## src/rtl/brg_pkg.sv

```systemverilog
// Package: shared constants for the fractional baud rate generator.
// Assumes: oversampling select is a single bit, 0 selects 16x, 1 selects 8x.
package brg_pkg;
    typedef enum logic {
        OSR_16 = 1'b0,
        OSR_8  = 1'b1
    } osr_e;

    // Highest oversampling ratio supported by the generator.
    localparam int unsigned OS_RATIO_MAX = 16;
endpackage

```

## src/rtl/brg_cfg_reg.sv

```systemverilog
// Module: brg_cfg_reg
// Holds the host-written divisor and the registered oversampling mode.
// Splits the divisor into mantissa and per-period fraction step, in 16ths.
// Raises restart whenever the timing state must return to its start point.
// Assumes: FRAC_W >= 2. In 8x mode the top fraction bit is ignored and the
// remaining bits are doubled so that eighths become sixteenths.
module brg_cfg_reg
    import brg_pkg::*;
#(
    parameter int unsigned DIV_W  = 16,
    parameter int unsigned FRAC_W = 4,
    parameter logic [DIV_W-1:0] RESET_DIV = '0,
    localparam int unsigned MANT_W = DIV_W - FRAC_W
) (
    input  logic              clk,
    input  logic              rst_n,
    input  logic              en,
    input  logic              osr_sel,
    input  logic              div_wr,
    input  logic [DIV_W-1:0]  div_wdata,
    output logic [MANT_W-1:0] mant,
    output logic [FRAC_W-1:0] frac_step,
    output logic              mode_q,
    output logic              restart
);
    logic [DIV_W-1:0] div_q;

    // Capture the divisor on a host write and track the mode every cycle.
    always_ff @(posedge clk) begin
        if (!rst_n) begin
            div_q  <= RESET_DIV;
            mode_q <= 1'b0;
        end else begin
            if (div_wr) begin
                div_q <= div_wdata;
            end
            mode_q <= osr_sel;
        end
    end

    assign mant = div_q[DIV_W-1:FRAC_W];

    // Express the fraction in 16ths for either oversampling mode.
    always_comb begin
        if (osr_e'(mode_q) == OSR_8) begin
            frac_step = {div_q[FRAC_W-2:0], 1'b0};
        end else begin
            frac_step = div_q[FRAC_W-1:0];
        end
    end

    // Any condition that invalidates the current phase forces a restart.
    assign restart = !en || div_wr || (osr_sel != mode_q) || (mant == '0);
endmodule

```

## src/rtl/brg_frac_timer.sv

```systemverilog
// Module: brg_frac_timer
// Counts input clocks per sample period. The period lasts mant clocks, or
// mant+1 when the fractional phase accumulator wraps on this period's add.
// Assumes: mant is non-zero whenever restart is low.
module brg_frac_timer #(
    parameter int unsigned MANT_W = 12,
    parameter int unsigned FRAC_W = 4,
    localparam int unsigned CNT_W = MANT_W + 1
) (
    input  logic              clk,
    input  logic              rst_n,
    input  logic              restart,
    input  logic [MANT_W-1:0] mant,
    input  logic [FRAC_W-1:0] frac_step,
    output logic              sample_tick
);
    logic [CNT_W-1:0]  cnt_q;
    logic [CNT_W-1:0]  last_cnt;
    logic [FRAC_W-1:0] acc_q;
    logic [FRAC_W:0]   acc_sum;

    // Next accumulator value and the final count of the running period.
    always_comb begin
        acc_sum  = {1'b0, acc_q} + {1'b0, frac_step};
        last_cnt = {1'b0, mant} + CNT_W'(acc_sum[FRAC_W]) - CNT_W'(1);
    end

    assign sample_tick = !restart && (cnt_q == last_cnt);

    // Advance the period counter and commit the phase at each period end.
    always_ff @(posedge clk) begin
        if (!rst_n || restart) begin
            cnt_q <= '0;
            acc_q <= '0;
        end else if (sample_tick) begin
            cnt_q <= '0;
            acc_q <= acc_sum[FRAC_W-1:0];
        end else begin
            cnt_q <= cnt_q + CNT_W'(1);
        end
    end
endmodule

```

## src/rtl/brg_os_counter.sv

```systemverilog
// Module: brg_os_counter
// Counts sample strobes and flags the last one of each bit period, which
// is the 16th in 16x mode or the 8th in 8x mode.
// Assumes: OS_MAX is a power of two and its half is the 8x ratio.
module brg_os_counter
    import brg_pkg::*;
#(
    parameter int unsigned OS_MAX = OS_RATIO_MAX,
    localparam int unsigned OS_W = $clog2(OS_MAX)
) (
    input  logic clk,
    input  logic rst_n,
    input  logic restart,
    input  logic mode_q,
    input  logic sample_tick,
    output logic bit_tick
);
    logic [OS_W-1:0] os_q;
    logic [OS_W-1:0] os_last;

    // Select the final sample index for the active oversampling ratio.
    always_comb begin
        if (osr_e'(mode_q) == OSR_8) begin
            os_last = OS_W'(OS_MAX / 2 - 1);
        end else begin
            os_last = OS_W'(OS_MAX - 1);
        end
    end

    assign bit_tick = sample_tick && (os_q == os_last);

    // Step the sample index on every sample strobe and wrap at the bit end.
    always_ff @(posedge clk) begin
        if (!rst_n || restart) begin
            os_q <= '0;
        end else if (sample_tick) begin
            os_q <= bit_tick ? '0 : os_q + OS_W'(1);
        end
    end
endmodule

```

## src/rtl/frac_baud_gen.sv

```systemverilog
// Module: frac_baud_gen (top)
// Fractional baud rate generator: a divisor register with a fixed-point
// value, a sample period timer with phase accumulation, and an
// oversampling counter that produces the bit strobe.
// Assumes: a single clock domain, and host writes synchronous to clk.
module frac_baud_gen
    import brg_pkg::*;
#(
    parameter int unsigned DIV_W  = 16,
    parameter int unsigned FRAC_W = 4,
    parameter int unsigned OS_MAX = OS_RATIO_MAX,
    localparam int unsigned MANT_W = DIV_W - FRAC_W
) (
    input  logic             clk,
    input  logic             rst_n,
    input  logic             en,
    input  logic             osr_sel,
    input  logic             div_wr,
    input  logic [DIV_W-1:0] div_wdata,
    output logic             sample_tick,
    output logic             bit_tick
);
    logic [MANT_W-1:0] mant;
    logic [FRAC_W-1:0] frac_step;
    logic              mode_q;
    logic              restart;

    brg_cfg_reg #(
        .DIV_W (DIV_W),
        .FRAC_W(FRAC_W)
    ) u_cfg (
        .clk      (clk),
        .rst_n    (rst_n),
        .en       (en),
        .osr_sel  (osr_sel),
        .div_wr   (div_wr),
        .div_wdata(div_wdata),
        .mant     (mant),
        .frac_step(frac_step),
        .mode_q   (mode_q),
        .restart  (restart)
    );

    brg_frac_timer #(
        .MANT_W(MANT_W),
        .FRAC_W(FRAC_W)
    ) u_timer (
        .clk        (clk),
        .rst_n      (rst_n),
        .restart    (restart),
        .mant       (mant),
        .frac_step  (frac_step),
        .sample_tick(sample_tick)
    );

    brg_os_counter #(
        .OS_MAX(OS_MAX)
    ) u_os (
        .clk        (clk),
        .rst_n      (rst_n),
        .restart    (restart),
        .mode_q     (mode_q),
        .sample_tick(sample_tick),
        .bit_tick   (bit_tick)
    );
endmodule

```

## config.mk

```make
export PLATFORM = sky130hd
export DESIGN_NAME = frac_baud_gen
export DESIGN_NICKNAME = d
export VERILOG_FILES = /design/src/rtl/brg_pkg.sv /design/src/rtl/brg_cfg_reg.sv /design/src/rtl/brg_frac_timer.sv /design/src/rtl/brg_os_counter.sv /design/src/rtl/frac_baud_gen.sv
export SDC_FILE = /design/constraint.sdc
export NUM_CORES = 1
export LEC_CHECK = 0
export ABC_CLOCK_PERIOD_IN_PS = 4700
export BUFFER_PORTS_ARGS = -buffer_cell sky130_fd_sc_hd__buf_2
export CORE_MARGIN = 1
export CORE_UTILIZATION = 53
export DETAILED_ROUTE_END_ITERATION = 10
export PLACE_DENSITY_LB_ADDON = 0.3
export SYNTH_ARGS = -nofsm -noshare
export SYNTH_HDL_FRONTEND = slang
export SYNTH_HIERARCHICAL = 1
export SYNTH_SLANG_ARGS = --single-unit
```

## constraint.sdc

```tcl
create_clock -name clk -period 4.7 [get_ports clk]
set_input_delay 0.94 -clock clk [delete_from_list [all_inputs] [get_ports clk]]
set_output_delay 0.94 -clock clk [all_outputs]
set_load 0.01 [all_outputs]
```

# Word level (Yosys, flattened, before mapping)
# Cells that the tools add are included.
totals:
  elab_cells: 27
  ff_bits: 38
classes:
  eq_ne: 3
  mux: 3
  n_addsub: 5
  reduce_logical: 11
ops:
  columns: ["op", "count"]
  rows:
  - ["$add 12x1->13", 1]
  - ["$add 13x1->13 const B", 1]
  - ["$eq 13x13->1", 1]
  - ["$sub 13x1->13 const B", 1]
  - ["$logic_not 12->1", 1]
  - ["$mux 4", 3]
  - ["$add 4x4->5", 1]
  - ["$add 4x1->4 const B", 1]
  - ["$eq 4x4->1", 1]
  - ["$logic_or 1x1->1", 4]
  - ["$logic_not 1->1", 3]
  - ["$logic_and 1x1->1", 2]
  - ["$reduce_or 2->1", 1]
  - ["$ne 1x1->1", 1]

# Depth between registers and ports, before layout
logic_depth:
  depth_word: 8
  ltp_mapped: 18
  depth_no_buf: 18

# By module
# The synthesis kept the hierarchy.
modules_own_cells:
  columns: ["mod", "cells_each", "instances", "area_each_um2"]
  rows:
  - ["brg_frac_timer", 164, 1, 1367.6]
  - ["brg_cfg_reg", 75, 1, 818.3]
  - ["brg_os_counter", 20, 1, 191.4]

# Worst setup path after synthesis
# No wires, ideal clock.
synth_timing:
  kind: "reg-to-output"
  startpoint: "register u_cfg.mode_q"
  endpoint: "output port bit_tick"
  arrival_ns: 4.056
  setup_slack_ns: -0.296
  path_buffers: 0
  path_stages_with_launch: 15
  path_cell_list: "dfxtp_1 mux2_2 ha_1 a21o_1 a21oi_1 ha_1 ha_1 nand2b_1 nor4_1 xnor2_1 nand4b_1 or4b_1 a211oi_1 nand3_1 nor2_1"
synth_between:
  elab_chain_len: 7
  elab_cells_between_ends: 13
synth_rtl:
  columns: ["element", "line_no", "text"]
  rows:
  - ["start, declared", "brg_cfg_reg.sv:23", "output logic mode_q,"]
  - ["start signal, assigned", "brg_cfg_reg.sv:37", "mode_q <= osr_sel;"]
  - ["$mux 4", "brg_cfg_reg.sv:45", "if (osr_e'(mode_q) == OSR_8) begin"]
  - ["net frac_step[2]", "frac_baud_gen.sv:24", "logic [FRAC_W-1:0] frac_step;"]
  - ["$add 4x4->5", "brg_frac_timer.sv:24", "acc_sum = {1'b0, acc_q} + {1'b0, frac_step};"]
  - ["$add 12x1->13", "brg_frac_timer.sv:25", "last_cnt = {1'b0, mant} + CNT_W'(acc_sum[FRAC_W]) - CNT_W'(1);"]
  - ["$sub 13x1->13", "brg_frac_timer.sv:25", null]
  - ["$eq 13x13->1", "brg_frac_timer.sv:28", "assign sample_tick = !restart && (cnt_q == last_cnt);"]
  - ["$logic_and 1x1->1", "brg_frac_timer.sv:28", null]
  - ["net sample_tick", "frac_baud_gen.sv:20", "output logic sample_tick,"]
  - ["$logic_and 1x1->1", "brg_os_counter.sv:30", "assign bit_tick = sample_tick && (os_q == os_last);"]
  - ["end, declared", "frac_baud_gen.sv:21", "output logic bit_tick"]
# The timed path passes the listed nets, and every way through them passes these cells.

# Final worst setup path
layout_timing:
  startpoint: "register u_cfg.mode_q"
  endpoint: "output port bit_tick"
layout_between:
  elab_chain_len: 7
  elab_cells_between_ends: 13
layout_rtl:
  columns: ["element", "line_no"]
  rows:
  - ["$mux 4", "brg_cfg_reg.sv:45"]
  - ["net frac_step[0]", "frac_baud_gen.sv:24"]
  - ["$add 4x4->5", "brg_frac_timer.sv:24"]
  - ["$add 12x1->13", "brg_frac_timer.sv:25"]
  - ["$sub 13x1->13", "brg_frac_timer.sv:25"]
  - ["$eq 13x13->1", "brg_frac_timer.sv:28"]
  - ["$logic_and 1x1->1", "brg_frac_timer.sv:28"]
  - ["$logic_and 1x1->1", "brg_os_counter.sv:30"]
# The timed path passes the listed nets, and every way through them passes these cells.

==> tab_implementation.tex <==
\begin{tabular}{lr}
\hline
Metric & Value \\
\hline
\multicolumn{2}{l}{\textbf{Power and ir drop}} \\
Share of power burned in combinational logic & 23.7\% \\
Peak supply drop & 0.205 mV \\
Static leakage & 1.24 nW \\
Total Power & 744 µW \\
Cell-internal power & between 500 and 600 µW \\
Sequential power share & a little under half \\
Power density normalized to cell area & 246 nW/µm² \\
Power share of the clock group & between 20 and 30\% \\
Switching component of the power & 202 µW \\
Sw frac & roughly 27\% \\
\multicolumn{2}{l}{\textbf{Logic synthesis}} \\
Synth Net Count & around 290 \\
Number of enable-type register cells in the synthesized netlist & 0 \\
Top area cells in the synthesized netlist & sky130\_fd\_sc\_hd\_\_dfxtp\_1 32\%, sky130\_fd\_sc\_hd\_\_mux2i\_1 8.8\%, sky130\_fd\_sc\_hd\_\_xor2\_1 6.3\%, sky130\_fd\_sc\_hd\_\_nor2b\_1 5.3\%, sky130\_fd\_sc\_hd\_\_xnor2\_1 4.8\% \\
Average instance area after synthesis & 9.18 µm² \\
Yosys warns & 6 \\
Number of distinct standard cells referenced by the synthesized netlist & 52 \\
Number of register bits inferred by synthesis & 38 \\
Share of the synthesized area in the top cell type & 32.0\% \\
Post-Synthesis Cells & 259 \\
Share of async-settable or async-resettable flops after synthesis & 0\% \\
Sequential fraction of the synthesis area & 32.0\% \\
Top cell type by total area after synthesis & sky130\_fd\_sc\_hd\_\_dfxtp\_1 \\
Main synth FF type & sky130\_fd\_sc\_hd\_\_dfxtp\_1 \\
Summed instance area of the synthesized netlist & about 2400 µm² \\
\multicolumn{2}{l}{\textbf{Final layout}} \\
Area taken by multi-input logic gates & 1620 µm² \\
Final standard cell utilization of the core & 72.9\% \\
Total area of sequential cells & 766 µm² \\
Ratio of cells with drive above 1 in the final layout & 36.0\% \\
Total Nets Final & 342 \\
Layout filler cell count & 302 \\
Layout-stage area growth over the synthesis result & 27.0\% \\
Antenna diodes & 0 \\
\multicolumn{2}{l}{\textbf{STA}} \\
Time the worst path needs with I/O delays and setup & just under 5000 ps \\
Post-route clock period utilization & 103\% \\
Min setup slack post-route & -154 ps \\
Slew @ Worst Pin & 561 ps \\
Slew Limit Headroom & a little over three fifths \\
RSZ-0062 raised after global routing & yes \\
Final worst clock skew & between 2 and 3 ps \\
Fin. max-slew vios & 0 \\
Highest clock rate & 206 MHz \\
WHS & 472 ps \\
Fin. Hold Viols & 0 \\
Count of final setup violators & 4 \\
Setup tns final & -366 ps \\
\multicolumn{2}{l}{\textbf{CTS}} \\
Clock tree from TritonCTS & done \\
CTS Buf Count & 5 \\
Clock Latency Late Sink & $\sim$290 ps \\
Clk root buf & sky130\_fd\_sc\_hd\_\_clkbuf\_8 \\
Longest Clk Path Bufs & 2 \\
CTS clock-pin slew for the worst setup and hold paths & 70 ps \\
CTS hold repair buffers & 0 \\
Number of sinks driven by the clock tree & 38 \\
CTS HTree Levels & 2 \\
\multicolumn{2}{l}{\textbf{Flow run}} \\
Max cap viols & 0 \\
\multicolumn{2}{l}{\textbf{Global route}} \\
Pin count of the biggest net entering global routing & 21 \\
Grt total ovfl & 0 \\
Wire length of the first global-routing pass & 8650 µm \\
Gr usage total & 25.4\% \\
Initial antenna violation count & 0 \\
Vias in the first global route & 1914 \\
\multicolumn{2}{l}{\textbf{Critical path}} \\
Cell count of the worst reg-to-reg path & 27 \\
Data required, critical path & between 3000 and 4000 ps \\
Top fanout value on the critical path & 5 \\
Worst path arrival time & about 4000 ps \\
Crit. End Element & primary output \\
Reg-to-reg startpoint & u\_cfg/mode\_q \\
Type of the worst setup path & register to primary output \\
Critical Path Start Type & register \\
Flop-to-flop setup slack & -50 ps \\
Endpoint of the worst register-to-register path & u\_os/os\_q[0] \\
\multicolumn{2}{l}{\textbf{Drt}} \\
Vias after detailed routing & just over 2000 \\
Count of unresolved DRC violations after routing & 0 \\
Residual antenna-violating net count after detailed routing & 0 \\
Average wire length per cell after detail routing & 16.1 µm \\
Iteration count of the initial detailed-routing pass & 4 \\
Routed WL & 5820 µm \\
Iteration-0 DRC Markers & around 110 \\
Via density per instance & 5.65 \\
\multicolumn{2}{l}{\textbf{Floorplan}} \\
Die footprint & approximately 4800 µm² \\
Row count & 23 \\
Starting Density & 57.4\% \\
Area of the core region & $\sim$4100 µm² \\
Die width & 69.0 µm \\
Die height & a little under 70 µm \\
Number of ports placed on the die boundary & 23 \\
\multicolumn{2}{l}{\textbf{Run status}} \\
Result of the run & finished, violations left \\
Violated checks & setup timing \\
\multicolumn{2}{l}{\textbf{Min path}} \\
Worst Hold Path EP & u\_timer/acc\_q[3] \\
HP Class & register to register \\
Worst hold start & u\_timer/acc\_q[3] \\
Min-Delay Path Depth & 2 \\
\multicolumn{2}{l}{\textbf{Placed design}} \\
Final weighted congestion in routability-driven placement & roughly 0.83 \\
Half-perimeter wire length of the detailed placement result & 3360 µm \\
Number of port buffers & 22 \\
\hline
\end{tabular}
## what timing repair did
action	CTS	global route
pin swaps	7	13
gates cloned	0	1
buffers inserted	24	11
resized for setup	21	24
endpoints found under the setup margin	2	19
## kinds of logic after synthesis
| logic type | after synthesis | share of synthesized area [%] |
|---|---|---|
| buffers and inverters | 28 | 7.47 |
| flip-flops | 38 | 32.0 |
| AND/OR/NAND/NOR | 105 | 25.6 |
| XOR/XNOR | 30 | 11.1 |
| adder cells (fa/ha/maj) | 9 | 5.05 |
| multiplexers | 24 | 10.3 |
| AO/OA/AOI/OAI | 25 | 8.58 |
## routing by layer
layer / vias up / part of all wire (%) / global-route usage, %
met1: 966 / 42 / 29.1
met4: 0 / 3.9 / 11.5
met3: 17 / 3.5 / 6.74
met5: - / 0 / 0
li1: 1011 / - / -
met2: 44 / 50 / 43.8
## power groups by stage
stage / registers, mW / clock network (mW) / logic [mW]
after floorplan: 0.344 / 0 / 0.0915
after global placement: 0.351 / 0 / 0.104
after detailed placement: 0.352 / 0 / 0.106
after CTS: 0.346 / 0.226 / 0.149
after global routing: 0.349 / 0.241 / 0.188
final: 0.347 / 0.221 / 0.177
## how the worst max path moves through the flow
stage                      start       end  slack (ps)  cells after the start
detailed placement  u_cfg/mode_q  bit_tick          20                     15
global route        u_cfg/mode_q  bit_tick        -270                     18
global placement    u_cfg/mode_q  bit_tick         130                     15
CTS                 u_cfg/mode_q  bit_tick           4                     18
floorplan           u_cfg/mode_q  bit_tick          60                     14
finish              u_cfg/mode_q  bit_tick        -150                     18
## critical path: stages, from the launching register on
cell,delay (ps)
sky130_fd_sc_hd__dfxtp_4,370
sky130_fd_sc_hd__nor2b_2,120
sky130_fd_sc_hd__ha_2,190
sky130_fd_sc_hd__inv_2,40
sky130_fd_sc_hd__fa_2,330
sky130_fd_sc_hd__inv_2,70
sky130_fd_sc_hd__a21o_1,140
sky130_fd_sc_hd__a21oi_2,70
sky130_fd_sc_hd__ha_4,180
sky130_fd_sc_hd__nor3b_4,160
sky130_fd_sc_hd__buf_6,140
sky130_fd_sc_hd__and3_4,160
sky130_fd_sc_hd__o21ai_1,280
sky130_fd_sc_hd__a21oi_2,130
sky130_fd_sc_hd__or4b_4,580
sky130_fd_sc_hd__a211oi_4,290
sky130_fd_sc_hd__nand3_2,140
sky130_fd_sc_hd__nor2_2,110
sky130_fd_sc_hd__buf_2,130
## layout by cell type (no fill, tap or decap), drive strengths merged, types with 8 or more instances in the layout
master   n
inv      9
nor2    15
mux2i   21
xor2    17
buf     65
nor2b   20
nand2   14
dfxtp   38
nor3    13
xnor2   13
ha       8
nand3    9
## registers in the layout, indices dropped and copies added, names as in the netlist
| register | cells |
|---|---|
| u_cfg/mode_q | 1 |
| u_timer/cnt_q | 13 |
| u_cfg/div_q | 16 |
| u_timer/acc_q | 4 |
| u_os/os_q | 4 |
## synth_stat cells (8+ instances only)
library cell and count:
sky130_fd_sc_hd__dfxtp_1 38, sky130_fd_sc_hd__nor3_1 12, sky130_fd_sc_hd__nand2_1 14, sky130_fd_sc_hd__inv_1 9, sky130_fd_sc_hd__xor2_1 17, sky130_fd_sc_hd__xnor2_1 13, sky130_fd_sc_hd__buf_4 12, sky130_fd_sc_hd__nand3_1 9
sky130_fd_sc_hd__ha_1 8, sky130_fd_sc_hd__nor2_1 14, sky130_fd_sc_hd__mux2i_1 21, sky130_fd_sc_hd__nor2b_1 20
## metrics by stage
| step | cell area, µm² | std cells | worst slack [ps] |
|---|---|---|---|
| floorplan | 2390 | 259 | 57.2 |
| global route | 3020 | 361 | -268 |
| global placement | 2480 | 320 | 132 |
| detailed placement | 2480 | 320 | 17.5 |
| CTS | 2840 | 350 | 4.26 |
| finish | 3020 | 361 | -154 |
## area by class of cell
class,instances,area share [%]
Clock buffer,6,2.74
Inverter,9,1.12
Multi-Input combinational cell,193,53.7
Sequential cell,38,25.4
Tap cell,50,2.07
Timing Repair Buffer,65,15.0
No activity file was read; power rests on OpenSTA's default activity.
